### config.mk
export PLATFORM = sky130hd
export DESIGN_NAME = glcd_lcd_ctrl
export DESIGN_NICKNAME = d
export VERILOG_FILES = /design/src/rtl/glcd_pkg.sv /design/src/rtl/glcd_bus_sync.sv /design/src/rtl/glcd_cmd_regs.sv /design/src/rtl/glcd_ram_port.sv /design/src/rtl/glcd_lcd_ctrl.sv
export SDC_FILE = /design/constraint.sdc
export NUM_CORES = 1
export LEC_CHECK = 0
export BUFFER_PORTS_ARGS = -buffer_cell sky130_fd_sc_hd__buf_2
export CORE_ASPECT_RATIO = 1.1
export CORE_UTILIZATION = 56
export DETAILED_ROUTE_END_ITERATION = 8
export HOLD_SLACK_MARGIN = 0.15
export PLACE_DENSITY = 0.83
export RECOVER_POWER = 25
export SYNTH_ARGS = -nofsm -noshare
export SYNTH_HDL_FRONTEND = slang
export SYNTH_HIERARCHICAL = 1
export SYNTH_SLANG_ARGS = --single-unit
export TNS_END_PERCENT = 50
### constraint.sdc
create_clock -name clk -period 3 [get_ports clk]
set_clock_uncertainty 0.2 [all_clocks]
set_input_delay 0.3 -clock clk [delete_from_list [all_inputs] [get_ports clk]]
set_output_delay 0.3 -clock clk [all_outputs]
set_load 0.03 [all_outputs]
### src/rtl/glcd_pkg.sv
package glcd_pkg;

  typedef struct packed {
    logic       rd;
    logic       data;
    logic [7:0] val;
  } bus_evt_t;

  typedef enum logic [3:0] {
    K_NONE, K_COL, K_PAGE, K_LINE, K_DISP, K_SEG,
    K_STATIC, K_DUTY, K_RMW, K_END, K_RESET
  } op_kind_e;

  localparam logic [7:0] OP_RMW_ON  = 8'hE0;
  localparam logic [7:0] OP_RMW_OFF = 8'hEE;
  localparam logic [7:0] OP_HOME    = 8'hE2;

  function automatic op_kind_e decode_op(input logic [7:0] b);
    if (b[7] == 1'b0)                 return K_COL;
    else if (b[7:5] == 3'b110)        return K_LINE;
    else if (b[7:2] == 6'b101110)     return K_PAGE;
    else if (b[7:1] == 7'b1010111)    return K_DISP;
    else if (b[7:1] == 7'b1010000)    return K_SEG;
    else if (b[7:1] == 7'b1010010)    return K_STATIC;
    else if (b[7:1] == 7'b1010100)    return K_DUTY;
    else if (b == OP_RMW_ON)          return K_RMW;
    else if (b == OP_RMW_OFF)         return K_END;
    else if (b == OP_HOME)            return K_RESET;
    else                              return K_NONE;
  endfunction

endpackage

### src/rtl/glcd_bus_sync.sv
module glcd_bus_sync
  import glcd_pkg::*;
#(
  parameter int SYNC_STAGES = 2
) (
  input  logic     clk,
  input  logic     rst_n,
  input  logic     style_sel,
  input  logic     a0,
  input  logic     e_rd,
  input  logic     rw_wr,
  input  logic [7:0] din,
  output logic     evt_valid,
  output bus_evt_t evt,
  output logic     rd_active
);

  logic style68_q;
  always_ff @(posedge clk)
    if (!rst_n) style68_q <= style_sel;

  logic [SYNC_STAGES:0] e_pipe, w_pipe;
  assign e_pipe[0] = e_rd;
  assign w_pipe[0] = rw_wr;

  for (genvar g = 1; g <= SYNC_STAGES; g++) begin : g_sync
    logic e_q, w_q;
    always_ff @(posedge clk or negedge rst_n)
      if (!rst_n) begin
        e_q <= 1'b0;
        w_q <= 1'b0;
      end else begin
        e_q <= e_pipe[g-1];
        w_q <= w_pipe[g-1];
      end
    assign e_pipe[g] = e_q;
    assign w_pipe[g] = w_q;
  end

  logic e_s, w_s, act_now, rd_now;
  assign e_s = e_pipe[SYNC_STAGES];
  assign w_s = w_pipe[SYNC_STAGES];
  assign act_now = style68_q ? e_s : (~e_s | ~w_s);
  assign rd_now  = style68_q ? w_s : ~e_s;

  logic act_prev_q, armed_q;
  logic hold_rd_q, hold_a0_q;
  logic [7:0] hold_val_q;

  always_ff @(posedge clk or negedge rst_n)
    if (!rst_n) begin
      act_prev_q <= 1'b0;
      armed_q    <= 1'b0;
      hold_rd_q  <= 1'b0;
      hold_a0_q  <= 1'b0;
      hold_val_q <= '0;
    end else begin
      act_prev_q <= act_now;
      if (!act_now) armed_q <= 1'b1;
      if (act_now) begin
        hold_rd_q  <= rd_now;
        hold_a0_q  <= a0;
        hold_val_q <= din;
      end
    end

  assign evt_valid = armed_q & act_prev_q & ~act_now;
  assign evt       = '{rd: hold_rd_q, data: hold_a0_q, val: hold_val_q};
  assign rd_active = armed_q & act_now & rd_now;

endmodule

### src/rtl/glcd_cmd_regs.sv
module glcd_cmd_regs
  import glcd_pkg::*;
#(
  parameter int COLS        = 80,
  parameter int PAGES       = 4,
  parameter int LINES       = 32,
  parameter int BUSY_CYCLES = 16,
  localparam int COL_W  = $clog2(COLS),
  localparam int PAGE_W = $clog2(PAGES),
  localparam int LINE_W = $clog2(LINES),
  localparam int ADDR_W = PAGE_W + COL_W
) (
  input  logic              clk,
  input  logic              rst_n,
  input  logic              evt_valid,
  input  bus_evt_t          evt,
  output logic [COL_W-1:0]  col,
  output logic [PAGE_W-1:0] page,
  output logic [LINE_W-1:0] start_line,
  output logic              disp_off,
  output logic              seg_rev,
  output logic              static_on,
  output logic              duty32,
  output logic              rmw_on,
  output logic              busy,
  output logic              rst_win,
  output logic              acc_valid,
  output logic              acc_wr,
  output logic [ADDR_W-1:0] acc_addr,
  output logic [7:0]        acc_wdata
);

  localparam int BUSY_W = $clog2(BUSY_CYCLES + 1);
  localparam logic [COL_W-1:0]  COL_LAST = COL_W'(COLS - 1);
  localparam logic [BUSY_W-1:0] BUSY_LD  = BUSY_W'(BUSY_CYCLES);

  logic [COL_W-1:0]  col_q;
  logic [PAGE_W-1:0] page_q;
  logic [LINE_W-1:0] line_q;
  logic off_q, seg_q, stat_q, duty_q, rmw_q, rst_win_q;
  logic [BUSY_W-1:0] busy_q;

  op_kind_e kind;
  logic [COL_W-1:0] col_imm, col_set;
  logic data_evt, instr_evt, col_step;

  assign busy      = (busy_q != '0);
  assign data_evt  = evt_valid & evt.data;
  assign instr_evt = evt_valid & ~evt.data & ~evt.rd & ~busy;
  assign kind      = decode_op(evt.val);
  assign col_imm   = evt.val[COL_W-1:0];
  assign col_set   = (col_imm > COL_LAST) ? COL_LAST : col_imm;
  assign col_step  = data_evt & (~evt.rd | ~rmw_q);

  always_ff @(posedge clk or negedge rst_n)
    if (!rst_n) begin
      col_q     <= '0;
      page_q    <= '0;
      line_q    <= '0;
      off_q     <= 1'b1;
      seg_q     <= 1'b0;
      stat_q    <= 1'b0;
      duty_q    <= 1'b0;
      rmw_q     <= 1'b0;
      busy_q    <= BUSY_LD;
      rst_win_q <= 1'b1;
    end else begin
      if (data_evt)  busy_q <= BUSY_LD;
      else if (busy) busy_q <= busy_q - BUSY_W'(1);
      if (!busy) rst_win_q <= 1'b0;
      if (col_step) col_q <= (col_q == COL_LAST) ? '0 : col_q + COL_W'(1);
      if (instr_evt) begin
        case (kind)
          K_COL:    col_q  <= col_set;
          K_PAGE:   page_q <= evt.val[PAGE_W-1:0];
          K_LINE:   line_q <= evt.val[LINE_W-1:0];
          K_DISP:   off_q  <= ~evt.val[0];
          K_SEG:    seg_q  <= evt.val[0];
          K_STATIC: stat_q <= evt.val[0];
          K_DUTY:   duty_q <= evt.val[0];
          K_RMW:    rmw_q  <= 1'b1;
          K_END:    rmw_q  <= 1'b0;
          K_RESET: begin
            line_q <= '0;
            page_q <= '0;
            col_q  <= '0;
          end
          default: ;
        endcase
      end
    end

  assign col        = col_q;
  assign page       = page_q;
  assign start_line = line_q;
  assign disp_off   = off_q;
  assign seg_rev    = seg_q;
  assign static_on  = stat_q;
  assign duty32     = duty_q;
  assign rmw_on     = rmw_q;
  assign rst_win    = rst_win_q;

  assign acc_valid = data_evt;
  assign acc_wr    = ~evt.rd;
  assign acc_addr  = {page_q, col_q};
  assign acc_wdata = evt.val;

endmodule

### src/rtl/glcd_ram_port.sv
module glcd_ram_port #(
  parameter int ADDR_W = 9
) (
  input  logic              clk,
  input  logic              rst_n,
  input  logic              acc_valid,
  input  logic              acc_wr,
  input  logic [ADDR_W-1:0] acc_addr,
  input  logic [7:0]        acc_wdata,
  input  logic [7:0]        ram_rdata,
  output logic              ram_en,
  output logic              ram_we,
  output logic [ADDR_W-1:0] ram_addr,
  output logic [7:0]        ram_wdata,
  output logic [7:0]        rd_latch
);

  logic pend_q;

  always_ff @(posedge clk or negedge rst_n)
    if (!rst_n) begin
      ram_en    <= 1'b0;
      ram_we    <= 1'b0;
      ram_addr  <= '0;
      ram_wdata <= '0;
      pend_q    <= 1'b0;
      rd_latch  <= '0;
    end else begin
      ram_en <= acc_valid;
      ram_we <= acc_valid & acc_wr;
      if (acc_valid) begin
        ram_addr  <= acc_addr;
        ram_wdata <= acc_wdata;
      end
      pend_q <= ram_en & ~ram_we;
      if (pend_q) rd_latch <= ram_rdata;
    end

endmodule

### src/rtl/glcd_lcd_ctrl.sv
module glcd_lcd_ctrl
  import glcd_pkg::*;
#(
  parameter int COLS        = 80,
  parameter int PAGES       = 4,
  parameter int LINES       = 32,
  parameter int BUSY_CYCLES = 16,
  parameter int SYNC_STAGES = 2,
  localparam int COL_W  = $clog2(COLS),
  localparam int PAGE_W = $clog2(PAGES),
  localparam int LINE_W = $clog2(LINES),
  localparam int ADDR_W = PAGE_W + COL_W
) (
  input  logic              clk,
  input  logic              rst_n,
  input  logic              style_sel,
  input  logic              bus_a0,
  input  logic              bus_e_rd,
  input  logic              bus_rw_wr,
  input  logic [7:0]        bus_din,
  output logic [7:0]        bus_dout,
  output logic              bus_dout_en,
  output logic              ram_en,
  output logic              ram_we,
  output logic [ADDR_W-1:0] ram_addr,
  output logic [7:0]        ram_wdata,
  input  logic [7:0]        ram_rdata,
  output logic              lcd_off,
  output logic [LINE_W-1:0] lcd_start_line,
  output logic              lcd_seg_rev,
  output logic              lcd_static,
  output logic              lcd_duty32
);

  logic     evt_valid;
  bus_evt_t evt;
  logic     rd_active;

  logic [COL_W-1:0]  col_w;
  logic [PAGE_W-1:0] page_w;
  logic              rmw_w, busy_w, rst_win_w;
  logic              acc_valid, acc_wr;
  logic [ADDR_W-1:0] acc_addr;
  logic [7:0]        acc_wdata, rd_latch;
  logic [7:0]        status_b;

  glcd_bus_sync #(.SYNC_STAGES(SYNC_STAGES)) u_sync (
    .clk       (clk),
    .rst_n     (rst_n),
    .style_sel (style_sel),
    .a0        (bus_a0),
    .e_rd      (bus_e_rd),
    .rw_wr     (bus_rw_wr),
    .din       (bus_din),
    .evt_valid (evt_valid),
    .evt       (evt),
    .rd_active (rd_active)
  );

  glcd_cmd_regs #(
    .COLS(COLS), .PAGES(PAGES), .LINES(LINES), .BUSY_CYCLES(BUSY_CYCLES)
  ) u_regs (
    .clk        (clk),
    .rst_n      (rst_n),
    .evt_valid  (evt_valid),
    .evt        (evt),
    .col        (col_w),
    .page       (page_w),
    .start_line (lcd_start_line),
    .disp_off   (lcd_off),
    .seg_rev    (lcd_seg_rev),
    .static_on  (lcd_static),
    .duty32     (lcd_duty32),
    .rmw_on     (rmw_w),
    .busy       (busy_w),
    .rst_win    (rst_win_w),
    .acc_valid  (acc_valid),
    .acc_wr     (acc_wr),
    .acc_addr   (acc_addr),
    .acc_wdata  (acc_wdata)
  );

  glcd_ram_port #(.ADDR_W(ADDR_W)) u_ram (
    .clk       (clk),
    .rst_n     (rst_n),
    .acc_valid (acc_valid),
    .acc_wr    (acc_wr),
    .acc_addr  (acc_addr),
    .acc_wdata (acc_wdata),
    .ram_rdata (ram_rdata),
    .ram_en    (ram_en),
    .ram_we    (ram_we),
    .ram_addr  (ram_addr),
    .ram_wdata (ram_wdata),
    .rd_latch  (rd_latch)
  );

  assign status_b    = {busy_w, lcd_seg_rev, lcd_off, rst_win_w, 4'b0000};
  assign bus_dout_en = rd_active;
  assign bus_dout    = rd_active ? (bus_a0 ? rd_latch : status_b) : 8'h00;

endmodule

==> qor.yml <==
crit_chain: "inv_1, ha_1, nor4b_4, nand3_1, or3_1, a21boi_0, mux2_4"
drv_cap: 1
layout-drive-gt1-share: 0.375
antenna_found_initial: 0
globalRouteTotalUtil: 0.238
rsz0062_at_grt: "no"
holdPathEnd: "u_sync/g_sync[2].w_q"
setup_viol: 0
cp_max_fo: 12
p_per_area_nw_per_um2: 753
syn-num-nets: 309
drtIter0Drc: 116
htreeDepth: 3
cts_tree: "built"
regToRegStartpoint: "u_regs/busy_q[0]"
nFillCells: 434
r2r_setup_slack_ps: 460
synth_warnings: 6
clock_latency_ps: 350
holdPathStages: 0
syn_inst: 284
hold_buffers: 21
start_util: 0.594
worst_pin_slew_ps: 1610
slew_headroom: -0.0728
drc: 0
dp_hpwl_mm: 4.78
dr.pass1.iters: 4
wl_per_cell_um: 16.3
leakagePower_nw: 2.07
end_kind: "flop"
num_vias: 2408
path_clk_slew_ps: 70
grt_start_max_net_pins: 40
status: "complete, but fails checks"
synthToLayoutAreaGrowth_pct: 19.6
final_antenna_net_count: 0
critPathSlowestCell: "or3_1"
place_congestion: 0.887
core-area_sq_um: 5910
vias_per_cell: 5.45
cts_resized: 0
hold_ws_ps: 150
finalHoldViolCount: 0
reg2reg_to: "u_regs/col[6]"
grt_pass1_vias: 2431
slew_violations: 33
ir_drop_uv: 487
cts_root_buffer: "clkbuf_8"
worstPathRequired_ps: 3040
placed_cells: 405
worstHoldStart: "u_sync/g_sync[1].w_q"
syn_avg_cell_area_sq_um: 12.4
final_nets: 385
period_share: 0.848
violations: "capacitance limit, slew limit"
startpoint_type: "flop"
numCtsBuffers: 9
criticalPathCategory: "reg2reg"
max_clock_freq_mhz: 393
numClockSinks: 70
synthesis.area_sq_um: 3510
io_pins: 59
cp_slowest_stage_delay_ps: 560
critPathLaunch: "u_regs/busy_q[0]"
rows: 29
die_x_um: 77.5
arrival_ps: 2580
die_h_um: 85.0
final_cells: 442
portBuffers: 58
hp-class: "reg2reg"
worst_r2r_path_depth: 7
clockBufferDepth: 2
num_antenna_cells: 0
grt-ovfl-total: 0
die_area_sq_um: 6590
fin_tns_setup_ps: 0
totalWireLength_mm: 7.21
period_needed_ps: 2540
cts_setup_buffers: 0
grt_pass1_wl_mm: 11.8
routing by layer:
layer	share of wire	global-route usage
met1	0.44	0.295
met2	0.50	0.392
met3	0.035	0.0548
met4	0.020	0.117
met5	0	0
report_power, final:
group | internal [mW] | switching [mW] | leakage [nW]
Combinational | 0.437 | 0.517 | 1.10
Sequential | 1.17 | 0.210 | 0.866
Clock | 0.475 | 0.347 | 0.109
Total | 2.09 | 1.07 | 2.07
registers in the layout (all words and copies together) (netlist names), 5 cells and up:
name,flops
u_sync/hold_val_q,8
u_regs/busy_q,5
u_ram/rd_latch,8
u_regs/col,7
u_regs/start_line,5
u_ram/ram_addr,9
u_ram/ram_wdata,8
per-stage QoR:
step	power, mW	setup WS (ps)	util	area [sq um]
floorplan	2.08	631	-	3510
global placement	2.27	620	0.638	3770
detailed placement	2.32	509	0.638	3770
CTS	3.17	473	0.711	4200
global route	3.31	167	0.710	4200
finish	3.16	457	0.710	4200
worst max-delay path, delay by kind of cell (launching register included):
| kind | cells | cell delay [ps] |
|---|---|---|
| multiplexers | 1 | 270 |
| AND/OR/NAND/NOR | 3 | 1080 |
| adder cells (fa/ha/maj) | 1 | 150 |
| AO/OA/AOI/OAI | 1 | 210 |
| buffers and inverters | 1 | 120 |
| flip-flops | 1 | 400 |
cell usage in the layout (no fill, tap or decap), types with 8 or more instances in the layout:
master and instances:
buf_2 58, clkbuf_8 13, dfrtp_1 66, dlygate4sd3_1 21, inv_1 11, mux2_1 8
mux2_2 19, mux2_4 17, mux2i_1 16, nand2_1 16, nor2_1 18, nor2b_1 10
how the worst max path moves through the flow:
| stage | depth (start not counted) | slack, ps | to |
|---|---|---|---|
| floorplan | 9 | 630 | u_ram/ram_addr[0] |
| global placement | 7 | 620 | u_regs/col[6] |
| detailed placement | 7 | 510 | u_regs/col[6] |
| CTS | 7 | 470 | u_regs/col[6] |
| global route | 4 | 170 | u_regs/col[0] |
| finish | 7 | 460 | u_regs/col[6] |
layout make-up:
type / instances / area [sq um] / share of cell area
clock buffer: 14 / 183 / 0.0435
tap: 77 / 96.3 / 0.0229
timing repair buffer: 85 / 542 / 0.129
inverter: 11 / 41.3 / 0.00983
sequential: 70 / 1760 / 0.419
multi-input combinational: 183 / 1540 / 0.367
clock inverter: 2 / 37.5 / 0.00894
Power figures use the tool's default switching activity.
